==> config.mk <==
export PLATFORM = sky130hd
export DESIGN_NAME = dbg_mem_port
export DESIGN_NICKNAME = d
export VERILOG_FILES = /design/src/rtl/dmap_pkg.sv /design/src/rtl/dmap_regs.sv /design/src/rtl/dmap_bus.sv /design/src/rtl/dbg_mem_port.sv
export SDC_FILE = /design/constraint.sdc
export NUM_CORES = 1
export LEC_CHECK = 0
export CAP_MARGIN = 15
export CORE_ASPECT_RATIO = 1.2
export CORE_MARGIN = 2
export CORE_UTILIZATION = 29
export CTS_CLUSTER_DIAMETER = 200
export DETAILED_ROUTE_END_ITERATION = 7
export SLEW_MARGIN = 20
export SYNTH_ARGS = -nofsm -noshare
export SYNTH_HDL_FRONTEND = slang
export SYNTH_HIERARCHICAL = 1
export SYNTH_SLANG_ARGS = --single-unit
export TNS_END_PERCENT = 10
==> constraint.sdc <==
create_clock -name clk -period 3 [get_ports clk]
set_clock_uncertainty 0.05 [all_clocks]
set_input_delay 0.3 -clock clk [delete_from_list [all_inputs] [get_ports clk]]
set_output_delay 0.3 -clock clk [all_outputs]
set_load 0.005 [all_outputs]
==> src/rtl/dmap_pkg.sv <==
package dmap_pkg;

    localparam int DW         = 32;
    localparam int BANK_W     = 4;
    localparam int IDX_W      = 2;
    localparam int INC_LSB    = 0;
    localparam int INC_W      = 2;
    localparam int ERR_BIT    = 4;
    localparam int STEP_BYTES = DW / 8;
    localparam int LANE_W     = $clog2(STEP_BYTES);

    localparam logic [INC_W-1:0] INC_SINGLE = 2'b01;

    typedef enum logic [1:0] {
        RSP_OK    = 2'b00,
        RSP_WAIT  = 2'b01,
        RSP_FAULT = 2'b10
    } rsp_e;

    typedef enum logic [2:0] {
        K_CTRL,
        K_ADDR,
        K_DATA,
        K_WIN,
        K_BASE,
        K_IDENT,
        K_RSVD
    } kind_e;

    typedef struct packed {
        logic [DW-1:0] addr;
        logic          wr;
        logic [DW-1:0] wdata;
        logic          via_data;
    } bus_cmd_t;

    typedef struct packed {
        logic          valid;
        rsp_e          code;
        logic [DW-1:0] data;
    } rsp_t;

    function automatic kind_e decode_kind(input logic [BANK_W-1:0] bank,
                                          input logic [IDX_W-1:0]  idx);
        kind_e k;
        k = K_RSVD;
        if (bank == 4'h0) begin
            case (idx)
                2'd0:    k = K_CTRL;
                2'd1:    k = K_ADDR;
                2'd3:    k = K_DATA;
                default: k = K_RSVD;
            endcase
        end else if (bank == 4'h1) begin
            k = K_WIN;
        end else if (bank == 4'hF) begin
            case (idx)
                2'd2:    k = K_BASE;
                2'd3:    k = K_IDENT;
                default: k = K_RSVD;
            endcase
        end
        return k;
    endfunction

    function automatic logic [DW-1:0] window_addr(input logic [DW-1:0]    base,
                                                  input logic [IDX_W-1:0] idx);
        logic [DW-1:0] a;
        a = base;
        a[IDX_W+LANE_W-1:0] = {idx, {LANE_W{1'b0}}};
        return a;
    endfunction

    function automatic logic [DW-1:0] ctrl_word(input logic [INC_W-1:0] inc,
                                                input logic             err);
        logic [DW-1:0] v;
        v = '0;
        v[INC_LSB +: INC_W] = inc;
        v[ERR_BIT]          = err;
        return v;
    endfunction

endpackage

==> src/rtl/dmap_regs.sv <==
module dmap_regs
    import dmap_pkg::*;
#(
    parameter logic [DW-1:0] BASE_VALUE = '0,
    parameter logic [DW-1:0] ID_VALUE   = '0
) (
    input  logic          clk,
    input  logic          rst,
    input  logic          wr_en,
    input  kind_e         kind,
    input  logic [DW-1:0] wdata,
    input  logic          cmp_fire,
    input  logic          cmp_via_data,
    input  logic          cmp_err,
    output logic [DW-1:0] tar,
    output logic          err,
    output logic [DW-1:0] rd_data
);

    logic [INC_W-1:0] inc_q;
    logic             ctrl_wr;
    logic             bump;

    assign ctrl_wr = wr_en && (kind == K_CTRL);
    assign bump    = cmp_fire && cmp_via_data && !cmp_err && (inc_q == INC_SINGLE);

    always_ff @(posedge clk) begin
        if (rst) begin
            tar   <= '0;
            inc_q <= '0;
            err   <= 1'b0;
        end else begin
            if (wr_en && kind == K_ADDR) begin
                tar <= wdata;
            end else if (bump) begin
                tar <= tar + DW'(STEP_BYTES);
            end
            if (ctrl_wr) begin
                inc_q <= wdata[INC_LSB +: INC_W];
            end
            if (cmp_fire && cmp_err) begin
                err <= 1'b1;
            end else if (ctrl_wr && wdata[ERR_BIT]) begin
                err <= 1'b0;
            end
        end
    end

    always_comb begin
        case (kind)
            K_CTRL:  rd_data = ctrl_word(inc_q, err);
            K_ADDR:  rd_data = tar;
            K_BASE:  rd_data = BASE_VALUE;
            K_IDENT: rd_data = ID_VALUE;
            default: rd_data = '0;
        endcase
    end

endmodule

==> src/rtl/dmap_bus.sv <==
module dmap_bus
    import dmap_pkg::*;
(
    input  logic          clk,
    input  logic          rst,
    input  logic          start,
    input  bus_cmd_t      cmd,
    input  logic          hold,
    input  logic          bus_ack,
    input  logic          bus_err,
    input  logic [DW-1:0] bus_rdata,
    output logic          bus_req,
    output logic [DW-1:0] bus_addr,
    output logic          bus_wr,
    output logic [DW-1:0] bus_wdata,
    output logic          cmp_fire,
    output logic          cmp_via_data,
    output logic          cmp_err,
    output logic          busy,
    output rsp_t          done
);

    bus_cmd_t cur_q;
    logic     req_q;
    logic     pend_q;
    rsp_t     pend_rsp_q;
    rsp_t     live;

    assign cmp_fire     = req_q && bus_ack;
    assign cmp_err      = bus_err;
    assign cmp_via_data = cur_q.via_data;
    assign busy         = req_q || pend_q;

    assign bus_req   = req_q;
    assign bus_addr  = cur_q.addr;
    assign bus_wr    = cur_q.wr;
    assign bus_wdata = cur_q.wdata;

    always_comb begin
        live.valid = 1'b1;
        live.code  = bus_err ? RSP_FAULT : RSP_OK;
        live.data  = (cur_q.wr || bus_err) ? '0 : bus_rdata;
    end

    always_ff @(posedge clk) begin
        if (rst) begin
            req_q      <= 1'b0;
            cur_q      <= '0;
            pend_q     <= 1'b0;
            pend_rsp_q <= '0;
        end else begin
            if (start) begin
                req_q <= 1'b1;
                cur_q <= cmd;
            end else if (cmp_fire) begin
                req_q <= 1'b0;
            end
            if (cmp_fire && hold) begin
                pend_q     <= 1'b1;
                pend_rsp_q <= live;
            end else if (!hold) begin
                pend_q <= 1'b0;
            end
        end
    end

    always_comb begin
        done = '0;
        if (!hold) begin
            if (pend_q) begin
                done = pend_rsp_q;
            end else if (cmp_fire) begin
                done = live;
            end
        end
    end

endmodule

==> src/rtl/dbg_mem_port.sv <==
module dbg_mem_port
    import dmap_pkg::*;
#(
    parameter logic [DW-1:0] BASE_VALUE = 32'h4000_1003,
    parameter logic [DW-1:0] ID_VALUE   = 32'h2477_0011
) (
    input  logic              clk,
    input  logic              rst,
    input  logic              req_valid,
    input  logic [BANK_W-1:0] req_bank,
    input  logic [IDX_W-1:0]  req_idx,
    input  logic              req_wr,
    input  logic [DW-1:0]     req_wdata,
    output logic              rsp_valid,
    output logic [1:0]        rsp_code,
    output logic [DW-1:0]     rsp_rdata,
    output logic              bus_req,
    output logic [DW-1:0]     bus_addr,
    output logic              bus_wr,
    output logic [DW-1:0]     bus_wdata,
    input  logic              bus_ack,
    input  logic              bus_err,
    input  logic [DW-1:0]     bus_rdata
);

    kind_e         kind;
    logic          uses_bus;
    logic          busy_w;
    logic          accept;
    logic [DW-1:0] tar_w;
    logic          err_w;
    logic [DW-1:0] rd_data;
    logic          cmp_fire;
    logic          cmp_via_data;
    logic          cmp_err;
    bus_cmd_t      cmd;
    rsp_t          done;
    rsp_t          rsp_q;

    assign kind     = decode_kind(req_bank, req_idx);
    assign uses_bus = (kind == K_DATA) || (kind == K_WIN);
    assign accept   = req_valid && !busy_w;

    always_comb begin
        cmd.addr     = (kind == K_DATA) ? tar_w : window_addr(tar_w, req_idx);
        cmd.wr       = req_wr;
        cmd.wdata    = req_wdata;
        cmd.via_data = (kind == K_DATA);
    end

    dmap_regs #(
        .BASE_VALUE(BASE_VALUE),
        .ID_VALUE  (ID_VALUE)
    ) u_regs (
        .clk         (clk),
        .rst         (rst),
        .wr_en       (accept && req_wr && !uses_bus),
        .kind        (kind),
        .wdata       (req_wdata),
        .cmp_fire    (cmp_fire),
        .cmp_via_data(cmp_via_data),
        .cmp_err     (cmp_err),
        .tar         (tar_w),
        .err         (err_w),
        .rd_data     (rd_data)
    );

    dmap_bus u_bus (
        .clk         (clk),
        .rst         (rst),
        .start       (accept && uses_bus),
        .cmd         (cmd),
        .hold        (req_valid),
        .bus_ack     (bus_ack),
        .bus_err     (bus_err),
        .bus_rdata   (bus_rdata),
        .bus_req     (bus_req),
        .bus_addr    (bus_addr),
        .bus_wr      (bus_wr),
        .bus_wdata   (bus_wdata),
        .cmp_fire    (cmp_fire),
        .cmp_via_data(cmp_via_data),
        .cmp_err     (cmp_err),
        .busy        (busy_w),
        .done        (done)
    );

    always_ff @(posedge clk) begin
        if (rst) begin
            rsp_q <= '0;
        end else begin
            rsp_q <= '0;
            if (req_valid) begin
                if (busy_w) begin
                    rsp_q.valid <= 1'b1;
                    rsp_q.code  <= RSP_WAIT;
                end else if (!uses_bus) begin
                    rsp_q.valid <= 1'b1;
                    rsp_q.code  <= RSP_OK;
                    rsp_q.data  <= req_wr ? '0 : rd_data;
                end
            end else if (done.valid) begin
                rsp_q <= done;
            end
        end
    end

    assign rsp_valid = rsp_q.valid;
    assign rsp_code  = rsp_q.code;
    assign rsp_rdata = rsp_q.data;

endmodule

==> out/qor.txt <==
GLOBAL ROUTING
-------------------------------------------------------------------------------
GR Overflow Total                                                             0
Wire length of the first global-routing pass                           37700 um
Via count of the first global-routing pass                                 6485
Antenna violations before repair                                              0
Global-route usage over all layers                                        0.165
Maximum number of pins on one net before global-route repair                102

WORST SETUP PATH
-------------------------------------------------------------------------------
Kind of launch point of the worst setup path                       primary input
Max stage delay on crit path                                            0.56 ns
CP required                                                             3.29 ns
CP most frequent cell                                                  nand2b_1
Crit path max-delay cell type                                             or4_1
Sequence of cells on the critical path                             clkdlybuf4s50_1 > or4_1 > nor2_1 > a21oi_1 > nand2b_1 > or3b_2 > buf_12 > nand2b_1 > o22ai_1 > a211oi_1
Arrival time at the worst endpoint                                      2.76 ns
Critical path launch point                                          req_bank[3]
Critical path type                                                 primary input to register
FF-to-FF Start                                                     u_bus/bus_req
Crit. End Element                                                      register
Crit Path Max Fanout                                                         63

ROUTE
-------------------------------------------------------------------------------
Post-route antenna net violation count                                        0
Avg WL per Cell                                                         17.9 um
Detailed Route WL                                                      24000 um
Number of detailed-routing iterations run before antenna repair               4
Via count normalized by instance count                                     4.94
Via count                                                                  6636
DRC violation total after the first TritonRoute iteration                   405
Residual DRC count                                                            0

DIE
-------------------------------------------------------------------------------
Row Count                                                                    66
Std-Cell Core Area                                                   27300 um^2
Die height                                                               187 um
Die extent in x                                                          156 um
Number of top-level design ports                                            177
Starting density of the core                                              0.297
Die footprint                                                        29300 um^2

CLOCK TREE
-------------------------------------------------------------------------------
Number of levels the H-tree was split into                                    4
Clock-pin transition on the worst setup and hold timing paths           0.07 ns
Post-CTS repair timing setup buffer count                                     0
Resized cells post-CTS                                                        0
Number of buffers added by the clock tree synthesis step                     17
Clock tree from TritonCTS                                                   yes
Maximum buffer depth of the clock tree                                        2
Clock Sinks                                                                 172
Number of buffers added to fix hold violations after cts                      0
Later-pin clock latency in the skew report                              0.44 ns
Cell at the root of the clock tree                                    clkbuf_16

FINAL LAYOUT
-------------------------------------------------------------------------------
Area growth from synthesis to layout                                      33.3%
Count of inserted antenna diode cells                                         0
Number of nets at the end of the flow                                      1068
Post-route core utilization                                               0.396
Share of post-route cells with drive strength above 1                    0.0876
Post-route design area                                               10800 um^2
Most frequent cells in the layout                                  clkdlybuf4s50_1 (175), dfxtp_1 (172), nor2_1 (128)
Fillers                                                                    2729
Most common cell after layout, fill and taps aside                 clkdlybuf4s50_1
Number of cells in the finished layout apart from fillers                  1344

LOGIC SYNTHESIS
-------------------------------------------------------------------------------
Synthesized netlist net count                                               915
Synth warnings                                                                6
Synth Cell Area                                                       8090 um^2
FF+latch count, synth                                                       172
Cell variety after synth                                                     55
Fraction of registers with async set or reset after synthesis                 0
Post-Synthesis Cells                                                        838
Seq/Total Area, Yosys                                                     0.426
Most used flip-flop cell after synthesis                                dfxtp_1
Mean instance size in the synthesized netlist                         9.65 um^2
Number of enable flip-flop cells after synthesis                              0

MIN PATH
-------------------------------------------------------------------------------
Type of the worst min-delay path                                   primary input to register
Source of the worst hold timing path                                        rst

POWER AND IR DROP
-------------------------------------------------------------------------------
Max IR drop VDD                                                        0.334 mV
Ratio of total power to cell area                                   450 nW/um^2
Power Total                                                             4.86 mW
Leak pwr                                                                3.98 nW

STA
-------------------------------------------------------------------------------
Max-slew violation count                                                      0
Aggregate negative setup slack                                             0 ns
Unrepaired setup endpoints after global routing                           false
Setup-failing EPs final                                                       0
Tightest Pin Transition                                                0.709 ns
Share of the clock period used by the worst path after layout             0.823
Clock period minus final worst setup slack                              2.47 ns
Max frequency                                                           405 MHz
Final Hold Vio Count                                                          0
Headroom to the max-slew limit                                            0.527

JOB
-------------------------------------------------------------------------------
Max cap viols                                                                 0

PLACED DESIGN
-------------------------------------------------------------------------------
Cell area after placement                                            10200 um^2
Port Buffers                                                                176
Placed insts                                                               1312
Final weighted congestion of routability-driven global placement          0.776
HPWL after detailed placement                                          17000 um

OUTCOME
-------------------------------------------------------------------------------
Status                                                             finished, final reports clean

## layout make-up
| class | instances | area (um^2) | area share |
|---|---|---|---|
| multi-input cells | 587 | 4270 | 0.396 |
| flip-flops and latches | 172 | 3440 | 0.319 |
| repair buffers | 208 | 2040 | 0.189 |
| clock buffers | 18 | 439 | 0.0407 |
| well taps | 340 | 425 | 0.0394 |
| clock inverters | 14 | 150 | 0.0139 |
| inverters | 5 | 18.8 | 0.00174 |
## routing by layer
metal	GRT usage	wire length, um
met2	0.264	11500
met3	0.0336	1060
met1	0.224	11200
met5	0	0
met4	0.0480	297
## synthesized netlist by cell type, drive strengths merged, types with 5 or more instances
cell,count,share of area
o21ai,9,0.0056
xor2,18,0.019
a32o,23,0.028
nand2,19,0.0088
a22o,32,0.035
mux2i,104,0.13
nor3,6,0.0071
a21oi,11,0.0068
or3,8,0.0062
nand3,11,0.0068
or4b,32,0.040
nand2b,39,0.030
nor2,130,0.061
and4,5,0.0054
o2bb2ai,10,0.011
a211oi,23,0.021
nor2b,26,0.020
nand4,11,0.012
nand4b,12,0.015
dfxtp,172,0.43
and2,23,0.018
inv,5,0.0023
buf,36,0.028
clkbuf,36,0.017
a311oi,9,0.0097
## state kept, by name (all words and copies together), names as in the netlist, 2 cells and up
signal	cells
rsp_code	2
rsp_rdata	32
u_bus/bus_addr	32
u_bus/bus_wdata	32
u_bus/pend_rsp_q	34
u_regs/inc_q	2
u_regs/tar	32
## metrics by stage
step           setup WS (ns)  hold slack [ns]
2_1_floorplan          0.620            0.319
3_5_place_dp           0.118            0.393
6_report               0.531            0.359
3_3_place_gp           0.115            0.385
5_1_grt                0.391            0.383
4_1_cts                0.558            0.341
## path summary, 6_finish.rpt
| kind | to | slack, ns | depth (start not counted) |
|---|---|---|---|
| setup / recovery | u_regs/tar[29] | 0.53 | 10 |
| setup reg to reg | u_regs/tar[28] | 0.59 | 7 |
| hold / removal | u_bus/bus_wdata[5] | 0.36 | 2 |
| hold reg to reg | u_bus/pend_rsp_q[34] | 0.40 | 2 |
## power breakdown
part / switching, mW / internal (mW)
clock network: 1.03 / 1.20
registers: 0.00611 / 2.29
logic: 0.157 / 0.170
total: 1.19 / 3.67
## cell families after synthesis
logic type      share of synthesized area
xor+xnor                           0.0227
fa+ha+maj                         0.00155
other cells                      0.000464
mux                                 0.129
flops                               0.426
compound gates                      0.127
simple gates                        0.244
buf+inv                            0.0500
## worst max-delay path, delay by kind of cell
family	cells	cell delay [ns]
AND/OR/NAND/NOR	5	1.44
buffers and inverters	2	0.64
AO/OA/AOI/OAI	3	0.32
Power figures use the tool's default switching activity.
